==> src/rtl/refill_pkg.sv <==
package refill_pkg;
  typedef enum logic [1:0] {
    ST_IDLE  = 2'd0,
    ST_ISSUE = 2'd1,
    ST_FILL  = 2'd2
  } refillState_e;

  typedef struct packed {
    logic accept;
    logic beat;
    logic last;
    logic hit;
  } refillStrb_t;
endpackage

==> src/rtl/refill_ctl.sv <==
module refill_ctl
  import refill_pkg::*;
#(
  parameter int IDX_W = 3
) (
  input  logic             clk,
  input  logic             rstN,
  input  logic             missValid,
  input  logic [IDX_W-1:0] missOff,
  input  logic             cwfMode,
  input  logic             memDataValid,
  output logic             missReady,
  output logic             memReq,
  output logic [IDX_W-1:0] startOff,
  output logic [IDX_W-1:0] wordIdx,
  output refillStrb_t      strb
);
  localparam logic [IDX_W-1:0] LAST_BEAT = {IDX_W{1'b1}};

  refillState_e state;
  logic [IDX_W-1:0] beatCnt;
  logic [IDX_W-1:0] offQ;

  assign missReady   = (state == ST_IDLE);
  assign memReq      = (state == ST_ISSUE);
  assign wordIdx     = startOff + beatCnt;
  assign strb.accept = missReady && missValid;
  assign strb.beat   = (state == ST_FILL) && memDataValid;
  assign strb.last   = strb.beat && (beatCnt == LAST_BEAT);
  assign strb.hit    = strb.beat && (wordIdx == offQ);

  always_ff @(posedge clk) begin
    if (!rstN) begin
      state    <= ST_IDLE;
      beatCnt  <= '0;
      offQ     <= '0;
      startOff <= '0;
    end else begin
      case (state)
        ST_IDLE: if (strb.accept) begin
          state    <= ST_ISSUE;
          offQ     <= missOff;
          startOff <= cwfMode ? missOff : '0;
        end
        ST_ISSUE: begin
          state   <= ST_FILL;
          beatCnt <= '0;
        end
        ST_FILL: if (strb.beat) begin
          beatCnt <= beatCnt + 1'b1;
          if (strb.last) state <= ST_IDLE;
        end
        default: state <= ST_IDLE;
      endcase
    end
  end

  p_req_pulse_r2: assert property (@(posedge clk) disable iff (!rstN)
    memReq |=> !memReq);
  p_ready_drop_r1: assert property (@(posedge clk) disable iff (!rstN)
    (missValid && missReady) |=> (!missReady && memReq));
endmodule

==> src/rtl/refill_dp.sv <==
module refill_dp
  import refill_pkg::*;
#(
  parameter int ADDR_W = 32,
  parameter int DATA_W = 64,
  parameter int WORDS  = 8,
  parameter int IDX_W  = 3,
  parameter int BOFF_W = 3
) (
  input  logic              clk,
  input  logic              rstN,
  input  refillStrb_t       strb,
  input  logic [ADDR_W-1:0] missAddr,
  input  logic [IDX_W-1:0]  startOff,
  input  logic [IDX_W-1:0]  wordIdx,
  input  logic [DATA_W-1:0] memData,
  output logic [ADDR_W-1:0] memAddr,
  output logic              restart,
  output logic [DATA_W-1:0] fwdData,
  output logic              lineWrEn,
  output logic [IDX_W-1:0]  lineWrIdx,
  output logic [DATA_W-1:0] lineWrData,
  output logic [WORDS-1:0]  lineMask,
  output logic              lineValid,
  output logic              fillDone
);
  localparam int LINE_LSB = IDX_W + BOFF_W;

  logic [ADDR_W-LINE_LSB-1:0] lineBaseQ;

  assign memAddr = {lineBaseQ, startOff, {BOFF_W{1'b0}}};

  always_ff @(posedge clk) begin
    if (!rstN) begin
      lineBaseQ  <= '0;
      restart    <= 1'b0;
      fwdData    <= '0;
      lineWrEn   <= 1'b0;
      lineWrIdx  <= '0;
      lineWrData <= '0;
      lineValid  <= 1'b0;
      fillDone   <= 1'b0;
    end else begin
      if (strb.accept) lineBaseQ <= missAddr[ADDR_W-1:LINE_LSB];
      restart  <= strb.hit;
      lineWrEn <= strb.beat;
      fillDone <= strb.last;
      if (strb.hit) fwdData <= memData;
      if (strb.beat) begin
        lineWrIdx  <= wordIdx;
        lineWrData <= memData;
      end
      if (strb.accept)    lineValid <= 1'b0;
      else if (strb.last) lineValid <= 1'b1;
    end
  end

  for (genvar w = 0; w < WORDS; w++) begin : g_mask
    always_ff @(posedge clk) begin
      if (!rstN)                                   lineMask[w] <= 1'b0;
      else if (strb.accept)                        lineMask[w] <= 1'b0;
      else if (strb.beat && (wordIdx == IDX_W'(w))) lineMask[w] <= 1'b1;
    end
  end

  p_fwd_with_wr_r3: assert property (@(posedge clk) disable iff (!rstN)
    restart |-> lineWrEn);
  p_mask_wr_r6: assert property (@(posedge clk) disable iff (!rstN)
    lineWrEn |-> lineMask[lineWrIdx]);
  p_done_full_r7: assert property (@(posedge clk) disable iff (!rstN)
    fillDone |-> (lineValid && (&lineMask)));
  p_restart_single_r8: assert property (@(posedge clk) disable iff (!rstN)
    restart |=> !restart);
endmodule

==> src/rtl/refill_cwf.sv <==
module refill_cwf
  import refill_pkg::*;
#(
  parameter int ADDR_W     = 32,
  parameter int DATA_W     = 64,
  parameter int WORDS      = 8,
  parameter int WORD_BYTES = 8,
  parameter int IDX_W      = $clog2(WORDS)
) (
  input  logic              clk,
  input  logic              rstN,
  input  logic              missValid,
  input  logic [ADDR_W-1:0] missAddr,
  input  logic              cwfMode,
  output logic              missReady,
  output logic              memReq,
  output logic [ADDR_W-1:0] memAddr,
  input  logic              memDataValid,
  input  logic [DATA_W-1:0] memData,
  output logic              restart,
  output logic [DATA_W-1:0] fwdData,
  output logic              lineWrEn,
  output logic [IDX_W-1:0]  lineWrIdx,
  output logic [DATA_W-1:0] lineWrData,
  output logic [WORDS-1:0]  lineMask,
  output logic              lineValid,
  output logic              fillDone
);
  localparam int BOFF_W = $clog2(WORD_BYTES);

  refillStrb_t      strb;
  logic [IDX_W-1:0] startOff;
  logic [IDX_W-1:0] wordIdx;

  refill_ctl #(.IDX_W(IDX_W)) ctl_i (
    .clk(clk), .rstN(rstN), .missValid(missValid),
    .missOff(missAddr[BOFF_W +: IDX_W]), .cwfMode(cwfMode),
    .memDataValid(memDataValid), .missReady(missReady), .memReq(memReq),
    .startOff(startOff), .wordIdx(wordIdx), .strb(strb)
  );

  refill_dp #(
    .ADDR_W(ADDR_W), .DATA_W(DATA_W), .WORDS(WORDS),
    .IDX_W(IDX_W), .BOFF_W(BOFF_W)
  ) dp_i (
    .clk(clk), .rstN(rstN), .strb(strb), .missAddr(missAddr),
    .startOff(startOff), .wordIdx(wordIdx), .memData(memData),
    .memAddr(memAddr), .restart(restart), .fwdData(fwdData),
    .lineWrEn(lineWrEn), .lineWrIdx(lineWrIdx), .lineWrData(lineWrData),
    .lineMask(lineMask), .lineValid(lineValid), .fillDone(fillDone)
  );
endmodule

==> config.mk <==
export PLATFORM = sky130hd
export DESIGN_NAME = refill_cwf
export DESIGN_NICKNAME = d
export VERILOG_FILES = /design/src/rtl/refill_pkg.sv /design/src/rtl/refill_ctl.sv /design/src/rtl/refill_dp.sv /design/src/rtl/refill_cwf.sv
export SDC_FILE = /design/constraint.sdc
export NUM_CORES = 1
export LEC_CHECK = 0
export BUFFER_PORTS_ARGS = -buffer_cell sky130_fd_sc_hd__clkbuf_2
export CORE_UTILIZATION = 35
export DETAILED_ROUTE_END_ITERATION = 8
export HOLD_SLACK_MARGIN = 0.12
export SLEW_MARGIN = 20
export SYNTH_ARGS = -nofsm -noshare
export SYNTH_HDL_FRONTEND = slang
export SYNTH_SLANG_ARGS = --single-unit
export TNS_END_PERCENT = 100
==> constraint.sdc <==
create_clock -name clk -period 3.2 [get_ports clk]
set_clock_uncertainty 0.1 [all_clocks]
set_input_delay 0 -clock clk [delete_from_list [all_inputs] [get_ports clk]]
set_output_delay 0 -clock clk [all_outputs]
set_load 0.1 [all_outputs]
==> results.md, run 1 <==
Status:
- The flow ran to the end, but the final reports show violations.
- The final reports fail on DRC.

Job:
- The reported max-cap violation count is 0.

Layout:
- The share of layout cells above drive strength 1 is 0.287.
- In the final layout, flip-flops and latches occupy 0.00360 mm^2.
- The growth of design area from synthesis to finish is 52.2%.
- The multi-input combinational cells in the finished layout cover a total of 0.00261 mm^2.
- The count of filler cells inserted in the layout is 1,630.
- The count of inserted antenna diode cells is 0.
- At the end of the flow, the number of nets in the layout was 1,198.
- In the layout the commonest cells are 270 x sky130_fd_sc_hd__clkbuf_2, 263 x sky130_fd_sc_hd__nand2_1, 180 x sky130_fd_sc_hd__dfxtp_1.
- The most frequent standard cell in the layout excluding fill and tap cells is sky130_fd_sc_hd__clkbuf_2.

Floorplan:
- The floorplan has 49 rows.
- The top-level port count is 278.
- The initial core utilization is 0.359.
- The placeable core region is 0.0181 mm^2.
- The die is 138 um tall.
- The floorplan step set the die width to 138 um.
- The full die area is 0.0191 mm^2.

Critical path:
- The kind of launch point of the worst setup path is a register.
- The worst setup path is captured at a register.
- The worst register-to-register path has a setup slack of 0.27 ns.
- Among cell families on the critical path, the largest total delay comes from buffers and inverters.
- For this run, the slowest stage of the critical path takes 0.57 ns.
- The total stage count of the critical path is 9.
- The number of buffer and inverter instances along the worst setup path is 3.
- Walking the worst path, the cells encountered are ha_1 > inv_1 > fa_1 > xnor3_1 > xnor2_1 > nand4_1 > buf_6 > mux2i_1 > dlygate4sd3_1.
- Measured in cells, the most critical reg-to-reg path has a length of 9.
- The signal arrival time at the worst endpoint is 3.14 ns.
- In this run the critical register-to-register path is launched from ctl_i.beatCnt[0]$_SDFFE_PN0P_.
- The slowest stage cell on the critical path is sky130_fd_sc_hd__dlygate4sd3_1.
- The terminus of the critical flop-to-flop path is dp_i.fwdData[5]$_SDFFE_PN0P_.
- The critical path launch point is ctl_i.beatCnt[0]$_SDFFE_PN0P_.
- The most critical setup path has its endpoint at dp_i.fwdData[5]$_SDFFE_PN0P_.
- Along the worst path, the maximum fanout reaches 27.
- For the worst setup path, the data required time is 3.41 ns.
- The critical setup path kind is register to register.

Timing:
- The transition time at the pin with the least slew margin is 0.679 ns.
- Setup repair after global routing left no endpoint under its margin.
- For the finished layout, the period the worst path requires is 2.93 ns.
- The count of final setup violators is 0.
- Setup total negative slack on the finished layout was measured at 0 ns.
- The number of max-slew violations in the final report is 0.
- The total count of hold-check failures in the final report was 0.
- Of the available clock period, the critical path in the final layout requires 0.915.
- Derived from the worst setup path, the maximum achievable clock frequency is 342 MHz.
- Measured against its own limit, the worst slew margin works out to 0.547.
- The final worst hold slack is 0.262 ns.

Routing:
- The first detailed-routing pass ran for 6 iterations.
- The routed design uses 1.02 mm of met3 wire.
- After detailed routing, the total wire length is 19.2 mm.
- The routed via count divided by cell count is 4.62.
- After detailed routing, the number of remaining DRC violations is 30.
- The final routed wire length divided by cell count is 14.4 um.
- For this block, the initial DRC count from the detailed router was 347.
- The detailed router placed 6,163 vias in this run.
- The sum of met2 wire segment lengths after detailed routing is 9.28 mm.
- Once detail routing completed, the nets flagged for antenna violations numbered 0.
- The detailed router put a total of 8.41 mm of wire on met1.
- The highest layer touched by signal routing is met4.

Pwr:
- The worst-case IR drop observed on VDD is 0.000335 V.
- Summed over all cells, the static leakage comes to 4.83 nW.
- For this design the ratio of total power to cell area is 570 mW/mm^2.
- The total power is 5.63 mW.

Synthesis:
- Of all cell types, the one taking the most synthesized area is sky130_fd_sc_hd__dfxtp_1.
- Counting flops with a built-in enable in the synthesized netlist gives 0.
- Sorting the synthesized cells by area gives the leading types as sky130_fd_sc_hd__dfxtp_1 56%, sky130_fd_sc_hd__nand2_1 15%, sky130_fd_sc_hd__mux2i_1 9.9%, sky130_fd_sc_hd__a21oi_1 5.6%, sky130_fd_sc_hd__a22o_1 3.9%.
- The most frequently used flop master after synthesis is sky130_fd_sc_hd__dfxtp_1.
- The synthesized instance count is 721.
- Of the synthesized area, sequential elements account for 0.555.
- The count of cell types in the netlist is 31.
- The fraction of post-synthesis cell area in the top cell type by area is 0.555.
- The proportion of register bits with asynchronous set or reset after synthesis is 0.
- The synthesis warning total is 0.
- The synthesized area is 0.00649 mm^2.
- The per-instance average area after synthesis is 9.00 um^2.
- After synthesis the netlist holds a flip-flop and latch count of 180.

Clock tree:
- The deepest level of the CTS H-tree is 4.
- The clock passes through at most 2 buffers.
- The clock edge transition at the registers on the reported setup and hold paths is 0.07 ns.
- The clock insertion delay at the later pin of the skew report is 0.42 ns.
- The number of CTS-inserted buffers is 17.
- The clock root buffer master is sky130_fd_sc_hd__clkbuf_16.
- The tree built by TritonCTS fans out to 180 sinks.
- The number of buffers inserted to repair setup after CTS is 0.
- TritonCTS built the clock tree.

Global route:
- The total grt overflow is 0.
- Across every metal layer, demand over resource in global routing totals 0.204.
- The maximum number of pins on one net before global-route repair is 59.
- The number of antenna violations at the first check in global routing is 0.
- The first global-routing pass estimated 31.3 mm of wire.
- The number of global-route vias before repair is 6,272.

Place:
- The post-DP HPWL is 12.0 mm.
- Port buffering added 271 buffers.
- The final weighted congestion of routability-driven global placement is 0.774.

Worst hold path:
- The path class of the tightest hold or removal check is input pin to register.
[power by group]
part           switching [mW]  internal [mW]
logic                   0.743          0.273
registers              0.0408           2.31
clock network           0.963           1.30
total                    1.75           3.89
[registers in the layout (all words and copies together) (netlist names), 2 cells and up]
signal           flops
ctl_i.beatCnt        3
ctl_i.offQ           3
ctl_i.startOff       3
ctl_i.state          2
dp_i.fwdData        64
dp_i.lineBaseQ      26
dp_i.lineMask        8
dp_i.lineWrData     64
dp_i.lineWrIdx       3
[kinds of logic (layout without fill, tap and decap cells)]
kind of cell	after synthesis	count (layout)	share of synthesized area
simple gates	291	291	0.174
buf+inv	62	445	0.0442
fa+ha+maj	4	4	0.00887
flops	180	180	0.555
other cells	1	3	0.000578
xor+xnor	6	6	0.0102
compound gates	113	113	0.109
mux	64	64	0.0987
[through the flow]
| stage | cell area (um^2) | setup WS [ns] | instances | util |
|---|---|---|---|---|
| after global placement | 7970 | 0.736 | 1177 | 0.441 |
| final | 9880 | 0.274 | 1335 | 0.546 |
| after floorplan | 6500 | 0.266 | 723 | - |
| after CTS | 9870 | 0.182 | 1335 | 0.546 |
| after global routing | 9880 | 0.103 | 1335 | 0.546 |
| after detailed placement | 7970 | 0.693 | 1177 | 0.441 |
[cell type report]
type / instances / area share
Tap cell: 229 / 0.0290
Sequential cell: 180 / 0.365
Timing Repair Buffer: 408 / 0.275
Multi-Input combinational cell: 481 / 0.264
Clock inverter: 13 / 0.0186
Inverter: 5 / 0.00190
Clock buffer: 19 / 0.0459
[worst min-delay path, cell delays in order]
cell	delay (ns)
sky130_fd_sc_hd__dlygate4sd3_1	0.53
sky130_fd_sc_hd__clkbuf_2	0.11
sky130_fd_sc_hd__nand2_1	0.05
sky130_fd_sc_hd__a21oi_1	0.05
[routing by layer]
| layer | vias up | track usage |
|---|---|---|
| li1 | 3114 | - |
| met1 | 2815 | 0.247 |
| met2 | 198 | 0.352 |
| met3 | 36 | 0.0447 |
| met4 | 0 | 0.0840 |
| met5 | - | 0 |
[what timing repair did]
| action | CTS | global route |
|---|---|---|
| hold buffers | 126 | 0 |
| gates resized for setup | 0 | 1 |
| endpoints found under the hold margin | 172 | 0 |
| setup endpoints to repair | 0 | 1 |
[synth_stat cells (2+ instances only)]
cell / n
sky130_fd_sc_hd__clkbuf_1: 41
sky130_fd_sc_hd__a41oi_1: 2
sky130_fd_sc_hd__dfxtp_1: 180
sky130_fd_sc_hd__buf_4: 4
sky130_fd_sc_hd__and3_1: 2
sky130_fd_sc_hd__nand2_1: 263
sky130_fd_sc_hd__a21oi_1: 73
sky130_fd_sc_hd__nor3_1: 3
sky130_fd_sc_hd__a211oi_1: 2
sky130_fd_sc_hd__mux2i_1: 64
sky130_fd_sc_hd__buf_1: 6
sky130_fd_sc_hd__xnor2_1: 4
sky130_fd_sc_hd__nand2b_1: 2
sky130_fd_sc_hd__inv_1: 5
sky130_fd_sc_hd__ha_1: 3
sky130_fd_sc_hd__buf_6: 5
sky130_fd_sc_hd__o21a_1: 2
sky130_fd_sc_hd__a31oi_1: 2
sky130_fd_sc_hd__a22o_1: 29
sky130_fd_sc_hd__nand3b_1: 2
sky130_fd_sc_hd__a32o_1: 2
sky130_fd_sc_hd__nand3_1: 4
sky130_fd_sc_hd__nor2_1: 13
[how the worst min path moves through the flow]
stage / from / to / depth (start not counted)
floorplan: missAddr[31] / dp_i.lineBaseQ[25]$_SDFFE_PN0P_ / 1
global placement: missAddr[29] / dp_i.lineBaseQ[23]$_SDFFE_PN0P_ / 2
detailed placement: missAddr[18] / dp_i.lineBaseQ[12]$_SDFFE_PN0P_ / 2
CTS: missAddr[29] / dp_i.lineBaseQ[23]$_SDFFE_PN0P_ / 3
global route: memData[17] / dp_i.lineWrData[17]$_SDFFE_PN0P_ / 4
finish: memData[17] / dp_i.lineWrData[17]$_SDFFE_PN0P_ / 4
(Power assumes the default switching activity.)
==> run 2: changes to the inputs <==
--- a/config.mk
+++ b/config.mk
@@ -5,6 +5,7 @@
 export SDC_FILE = /design/constraint.sdc
 export NUM_CORES = 1
 export LEC_CHECK = 0
+export ABC_AREA = 1
 export BUFFER_PORTS_ARGS = -buffer_cell sky130_fd_sc_hd__clkbuf_2
 export CORE_UTILIZATION = 35
 export DETAILED_ROUTE_END_ITERATION = 8
==> run 2 against run 1 <==
  * Sequential share of layout area decreased by 0.77 points
  * Worst setup slack improved by 0.38 ns
  * Critical endpoint is now dp_i.fwdData[37]$_SDFFE_PN0P_
  * Count of clock-buffer cells in the layout unchanged
  * Highest routed layer unchanged
  * The run now ends clean
  * Synthesized area increased by 5.5%
==> results.md, run 2 <==
Synthesis:
- By count the netlist is led by 180 x sky130_fd_sc_hd__dfxtp_1, 144 x sky130_fd_sc_hd__nand2_1, 141 x sky130_fd_sc_hd__a21oi_1.
- The synthesized area is 0.00684 mm^2.
- The synthesized instance count is 882.
- Among all cell types in the netlist, the one instantiated most often is sky130_fd_sc_hd__dfxtp_1.
- The largest family of logic cells by synthesized area is simple AND/OR/NAND/NOR gates.
- The synthesis warning total is 0.
- The per-instance average area after synthesis is 7.76 um^2.
- Of the total synthesized cell area, the portion taken by XOR and XNOR cells is 0.00256.
- The portion of synthesized area spent on multiplexers is 0.
- For this run, asynchronously set or reset flops after synthesis account for 0.
- In the post-synthesis netlist, the biggest area contributors are sky130_fd_sc_hd__dfxtp_1 53%, sky130_fd_sc_hd__a21oi_1 10%, sky130_fd_sc_hd__nand2_1 7.9%, sky130_fd_sc_hd__nand3_1 7.1%, sky130_fd_sc_hd__o21ai_0 5.0%.
- The synthesized-area fraction occupied by and/or/nand/nor cells is 0.199.
- The post-synthesis compound-gate area fraction came to 0.157.
- Among all flip-flop cells after synthesis, the most frequent one is sky130_fd_sc_hd__dfxtp_1.
- The share of synthesized area in the top cell type comes to 0.527.
- The area share of fa/ha/maj cells after synthesis is 0.00841.
- The count of cell types in the netlist is 25.
- The largest area contributor in the netlist is sky130_fd_sc_hd__dfxtp_1.
- The number of flops mapped to enable cells by yosys is 0.
- The total of flip-flops plus latches after synthesis is 180.
- The share of synthesized area occupied by flip-flops and latches is 0.527.

Routing:
- The number of violations reported at the end of detailed-routing iteration 0 is 331.
- After detailed routing, the number of remaining DRC violations is 0.
- The final wirelength is 20.6 mm.
- After detailed routing, the average wire length per cell comes to 13.6 um.
- The routed via count divided by cell count is 4.57.
- The first TritonRoute pass finished after 6 iterations.
- The detail route stage leaves a number of antenna-violating nets equal to 0.
- The via count is 6,921.

Pwr:
- The internal power of the cells totals 3.81 mW.
- The clock network fraction of design power is 0.358.
- Of the total power, combinational logic draws 0.231.
- The total power divided by cell area is 578 mW/mm^2.
- The relative contribution of sequential cells to total power is 0.410.
- The worst ir drop on vdd is 0.000344 V.
- The analysis attributes to net switching a power of 2.02 mW.
- The net switching share of the total power is 0.346.
- The design draws 5.83 mW.
- For this design the static power due to leakage is 4.99 nW.

Critical path:
- The kind of launch point of the worst setup path is a register.
- The slowest stage of the critical path is the sky130_fd_sc_hd__nand2_4 cell.
- Data on the critical path is required at its endpoint by 3.42 ns.
- The critical path is of the register to register type.
- The critical path goes through ha_1 > inv_1 > fa_1 > nand3_1 > nand3_1 > nand2_4 > buf_4 > nand3_1 > nand2_1 > nor2_1.
- STA puts the critical path data arrival time at 2.76 ns.
- The largest fanout of any net on the critical path is 50.
- The largest single stage delay on the critical path is 0.43 ns.
- In this design, the critical path's most frequently occurring cell is sky130_fd_sc_hd__nand3_1.
- The critical path endpoint category is a register.

Layout:
- The count of filler cells inserted in the layout is 1,825.
- The most frequent standard cell in the layout excluding fill and tap cells is sky130_fd_sc_hd__clkbuf_2.
- The count of inserted antenna diode cells is 0.
- The growth of design area from synthesis to finish is 47.4%.
- The share of layout cells above drive strength 1 is 0.254.
- The post-route standard cell area excluding fillers is 0.0101 mm^2.
- For this run, the post-layout net count is 1,346.
- The multi-input logic area is 0.00253 mm^2.
- The sequential cells in the finished layout cover a total of 0.00360 mm^2.
- The library cells used most frequently in the layout, excluding fill and tap cells, are 270 x sky130_fd_sc_hd__clkbuf_2, 180 x sky130_fd_sc_hd__dfxtp_1, 143 x sky130_fd_sc_hd__nand2_1.
- The largest registers in the layout are dp_i.fwdData: 64 flops, dp_i.lineWrData: 64 flops, dp_i.lineBaseQ: 26 flops.

Place:
- The standard cell area after detailed placement is 0.00825 mm^2.
- The final weighted congestion of routability-driven global placement is 0.808.
- The worst slack after detailed placement is 0.676 ns.
- Summed over all nets, the half-perimeter wirelength after detailed placement is 12.7 mm.
- During placement, the flow inserted port buffers numbering 271.

Clock tree:
- The post-cts repair resize count is 0.
- The number of CTS-inserted buffers is 17.
- Hold repair after CTS inserted 126 buffers.
- The clock edge transition at the registers on the reported setup and hold paths is 0.07 ns.
- The clock root buffer master is sky130_fd_sc_hd__clkbuf_16.
- The number of buffers on the longest clock path is 2.
- The clock tree synthesis step divided the H-tree into 4 levels.
- TritonCTS built the clock tree.
- The clock insertion delay at the later pin of the skew report is 0.42 ns.
- The number of buffers inserted to repair setup after CTS is 0.
- The total clock sinks is 180.

Timing:
- The post-layout worst setup margin is 0.652 ns.
- The period utilization is 0.796.
- The number of max-slew violations in the final report is 0.
- At the pin with the least slew margin, the transition time is 0.715 ns.
- The total count of hold-check failures in the final report was 0.
- The final worst hold slack is 0.262 ns.
- For this run, the top clock speed supported by timing is 392 MHz.
- The count of final setup violators is 0.
- The accumulated negative setup slack is 0 ns.
- Setup repair after global routing left no endpoint under its margin.
- After layout, the minimum clock period comes to 2.55 ns.
- The max-slew headroom at the worst pin is 0.523.

Global route:
- Entering global routing, the biggest net connects 130 pins.
- The number of antenna violations at the first check in global routing is 0.
- After global routing the overflow that remains totals 0.
- The wire length of the first global-routing pass is 32.7 mm.
- The number of global-route vias before repair came to 6,596.
- The overall fraction of global-route tracks in use is 0.204.

Floorplan:
- The initial core utilization is 0.361.
- The number of placement rows is 50.
- The die outline width is 142 um.
- The die height is 142 um.
- During I/O placement, the number of pins put on the boundary was 278.
- After floorplanning, the core was sized to cover 0.0190 mm^2.
- The full die area is 0.0201 mm^2.

Job:
- The reported max-cap violation count is 0.

Worst hold path:
- The path class of the tightest hold or removal check is input pin to register.

Status:
- The run finished with clean final reports.
-- run 2: changes by cell type after synthesis, sizes merged, moves of 19 or more --
cell / change
clkbuf: -19
a22o: -29
buf: +32
nand2: -117
nand3: +93
o21ai: +67
nor2: +68
a21oi: +68
mux2i: -64
inv: +79
-- run 2: logic make-up (layout without fill, tap and decap cells) --
group,Yosys count,count (layout)
fa+ha+maj,4,4
compound gates,213,213
buf+inv,156,525
other cells,1,3
flops,180,180
xor+xnor,2,2
simple gates,326,326
-- run 2: layout make-up --
cell class	count	share of cell area
Sequential cell	180	0.357
Clock buffer	19	0.0429
Timing Repair Buffer	408	0.270
Multi-Input combinational cell	548	0.251
Inverter	86	0.0321
Clock inverter	12	0.0144
Tap cell	260	0.0322
-- run 2: worst paths after layout --
check / start / end / slack, ns / cells past startpoint
worst max-delay path: ctl_i.beatCnt[0]$_SDFFE_PN0P_ / dp_i.fwdData[37]$_SDFFE_PN0P_ / 0.65 / 10
worst min-delay path: memData[29] / dp_i.lineWrData[29]$_SDFFE_PN0P_ / 0.26 / 4
worst max register to register: ctl_i.beatCnt[0]$_SDFFE_PN0P_ / dp_i.fwdData[37]$_SDFFE_PN0P_ / 0.65 / 10
worst min register to register: dp_i.lineMask[0]$_SDFFE_PP0P_ / dp_i.lineMask[0]$_SDFFE_PP0P_ / 0.35 / 2
-- run 2: per-layer routing --
layer | GRT usage | up-vias | share of wire
li1 | - | 3557 | -
met1 | 0.251 | 3125 | 0.45
met2 | 0.348 | 218 | 0.48
met3 | 0.0530 | 21 | 0.062
met4 | 0.0640 | 0 | 0.015
met5 | 0 | - | 0
-- run 2: per-stage QoR --
step	instances	util
6_report	1513	0.532
5_1_grt	1513	0.532
3_5_place_dp	1356	0.435
3_3_place_gp	1356	0.435
4_1_cts	1513	0.532
2_1_floorplan	884	-
-- run 2: worst max-delay path, delay by kind of cell (launching register included) --
family	cells	cell delay (ns)
buffers and inverters	2	0.40
and+or+nand+nor	6	0.94
DFF	1	0.38
adders and majority gates	2	0.57
-- run 2: power groups by stage --
stage               Combinational [mW]  Sequential (mW)  Clock [mW]
floorplan                        0.330             3.10           0
global placement                  1.21             2.43           0
detailed placement                1.21             2.44           0
CTS                               1.34             2.39        2.14
global route                      1.42             2.40        2.22
finish                            1.35             2.39        2.09
==> run 3: changes to the inputs <==
==> constraint.sdc (replaced) <==
create_clock -name clk -period 2.6 [get_ports clk]
set_clock_uncertainty 0.1 [all_clocks]
set_input_delay 0 -clock clk [delete_from_list [all_inputs] [get_ports clk]]
set_output_delay 0 -clock clk [all_outputs]
set_load 0.1 [all_outputs]
==> run 3 against run 2 <==
  * Critical path depth down 2
  * Non-clock buffer count up 32
  * Largest cell class unchanged
  * Critical path type unchanged
  * Via count up 3.1%
  * Flip-flop and latch count unchanged
  * Core utilization up 1.9 points
  * Design area up 3.5%
  * Fmax up 5.2%
  * Cell count up 2.2%
  * Largest power group unchanged
==> results.md, run 3 (synthesized netlist as in run 2, its figures left out) <==
Status:
- The run finished with clean final reports.

Timing:
- The max-slew headroom at the worst pin is 0.525.
- Setup total negative slack on the finished layout was measured at 0 ns.
- Setup repair after global routing left no endpoint under its margin.
- Of the available clock period, the critical path in the final layout requires 0.931.
- The number of max-slew violations in the final report is 0.
- The total count of hold-check failures in the final report is 0.
- The routed design could run at a clock period as short as 2.42 ns.
- The count of final setup violators is 0.
- The maximum frequency from static timing analysis is 413 MHz.
- The transition time at the pin with the least slew margin is 0.713 ns.

Layout:
- For this run, the post-layout net count is 1,378.
- The library cells used most frequently in the layout, excluding fill and tap cells, are 270 x sky130_fd_sc_hd__clkbuf_2, 178 x sky130_fd_sc_hd__dfxtp_1, 159 x sky130_fd_sc_hd__dlygate4sd3_1.
- The library cell used most frequently in the layout, excluding fill and tap cells, is sky130_fd_sc_hd__clkbuf_2.
- The area of all sequential standard cells is 0.00361 mm^2.
- The count of filler cells inserted in the layout is 1,781.
- The non-filler instance count after layout is 1,546.
- The count of inserted antenna diode cells is 0.
- In the final layout, the multi-input gates occupy 0.00253 mm^2.
- The post-route standard cell area excluding fillers is 0.0104 mm^2.
- From synthesis to final layout, the design area changed by 52.6%.
- Of the cells placed in the final design, the portion with a size suffix greater than 1 is 0.251.
- In the final layout, the registers with the most flip-flops are dp_i.fwdData: 64 flops, dp_i.lineWrData: 64 flops, dp_i.lineBaseQ: 26 flops.

Routing:
- Dividing the detail-routed wire length by the instance count gives 13.8 um.
- The detailed router finished its first iteration with 374 violations.
- In the routed design, unresolved DRC markers number 0.
- After detailed routing, the number of vias per cell comes to 4.62.
- In this run the remaining antenna-violating nets after routing total 0.
- Summing over every cut layer, the via total after detailed routing is 7,136.
- The total iterations of the first detailed-routing run is 4.
- After detailed routing, the total wire length is 21.3 mm.

Critical path:
- The largest fanout of any net on the critical path is 30.
- The signal arrival time at the worst endpoint is 2.69 ns.
- The longest individual stage delay on the worst path is 0.57 ns.
- For flop-to-flop paths, the worst setup slack is 0.18 ns.
- Data on the critical path is required at its endpoint by 2.87 ns.
- Grouping stages by cell kind, the critical path spends the most delay in buffers and inverters.
- The critical path goes through nor2_2 > nand2_1 > nor2_1 > buf_6 > nand2_1 > dlygate4sd3_1 > o21ai_0 > dlygate4sd3_1.
- The slowest stage cell on the critical path is sky130_fd_sc_hd__dlygate4sd3_1.
- The worst setup path is launched from a register.
- The critical path endpoint category is a register.
- The critical path in this run is classified as register to register.
- Together, buffers and inverters on the worst path number 3.

Clock tree:
- TritonCTS built the clock tree.
- The deepest level of the CTS H-tree is 4.
- The tree built by TritonCTS fans out to 180 sinks.
- After clock tree synthesis, the clock-pin slew on the worst setup and hold paths is 0.07 ns.
- In this run the clock root is driven by a sky130_fd_sc_hd__clkbuf_16.
- No sink is reached through more buffers than the 2 on the longest clock path.
- The number of CTS-inserted buffers is 17.
- The clock insertion delay at the later pin of the skew report is 0.43 ns.

Job:
- The reported max-cap violation count is 0.

Pwr:
- The analysis attributes to cell leakage a power of 5.10 nW.
- Power spread over the standard cell area amounts to 693 mW/mm^2.
- The worst ir drop on vdd is 0.000472 V.
- Overall power consumption after layout is estimated at 7.23 mW.

Global route:
- The total overflow left after global routing is 0.
- The wire length of the first global-routing pass is 33.9 mm.
- For this run, the total global-route usage over all layers was measured as 0.211.
- The number of global-route vias before repair is 6,783.
- Entering global routing, the biggest net connects 91 pins.
- The number of antenna violations at the first check in global routing was 0.

Worst hold path:
- The type of the most critical hold path is input pin to register.

Floorplan:
- The region available for standard cell placement spans 0.0190 mm^2.
- The die outline width is 142 um.
- The die is 142 um tall.
- The number of placement rows is 50.
- The top-level port count is 278.
- For this configuration, the core starts out at a cell density of 0.361.
- The full die area is 0.0201 mm^2.

Place:
- The HPWL after detailed placement is 12.6 mm.
- The standard cell area after detailed placement is 0.00826 mm^2.
- The number of buffers inserted by port buffering is 271.
- The count of placed standard cells including taps is 1,355.
- The final weighted congestion of routability-driven global placement is 0.772.
[run 3: cell types whose count changed in the layout (fill, tap and decap cells not counted), sizes merged]
cell	previous run	this run
clkinv	4	8
clkbuf	289	288
clkinvlp	4	2
buf	12	11
dlygate4sd3	126	159
[run 3: metrics by stage]
step | hold WS (ns) | setup WS [ns] | utilization
2_1_floorplan | 0.00313 | 0.191 | -
3_3_place_gp | 0.0887 | 0.335 | 0.436
3_5_place_dp | 0.0915 | 0.306 | 0.436
4_1_cts | 0.203 | 0.158 | 0.551
5_1_grt | 0.244 | 0.0126 | 0.551
6_report | 0.218 | 0.178 | 0.551
[run 3: power breakdown]
group,switching [mW],internal [mW],total [mW]
Combinational,1.28,0.409,1.69
Clock,1.14,1.45,2.60
Sequential,0.0672,2.88,2.94
Total,2.49,4.74,7.23
[run 3: final cells by class]
| type | count | area share |
|---|---|---|
| clock buffer | 18 | 0.0420 |
| clock inverter | 14 | 0.0144 |
| inverter | 86 | 0.0310 |
| multi-input combinational | 548 | 0.243 |
| sequential | 180 | 0.345 |
| tap | 260 | 0.0311 |
| timing repair buffer | 440 | 0.294 |
[run 3: final timing paths]
check,start,endpoint,depth (start not counted)
setup / recovery,ctl_i.state[1]$_SDFFE_PN0P_,ctl_i.startOff[0]$_SDFFE_PN0P_,8
hold reg to reg,dp_i.lineValid$_SDFFE_PP0P_,dp_i.lineValid$_SDFFE_PP0P_,2
hold / removal,rstN,ctl_i.state[0]$_SDFFE_PN0P_,4
setup reg to reg,ctl_i.state[1]$_SDFFE_PN0P_,ctl_i.startOff[0]$_SDFFE_PN0P_,8
[run 3: routing by layer]
layer	part of all wire	GRT usage
met2	0.47	0.354
met5	0	0
met4	0.019	0.0798
met1	0.44	0.257
met3	0.066	0.0594
[run 3: worst reg2reg max path: cells and delay by family (launching register included)]
family | cells | cell delay [ns]
and+or+nand+nor | 4 | 0.41
buffers and inverters | 3 | 1.38
DFF | 1 | 0.33
AOI/OAI and AO/OA | 1 | 0.15
[run 3: what timing repair did]
action / in CTS / in global routing
hold buffers: 159 / 0
endpoints found under the hold margin: 180 / 0
setup buffers: 0 / 0
resized for setup: 0 / 1
setup endpoints to repair: 0 / 3
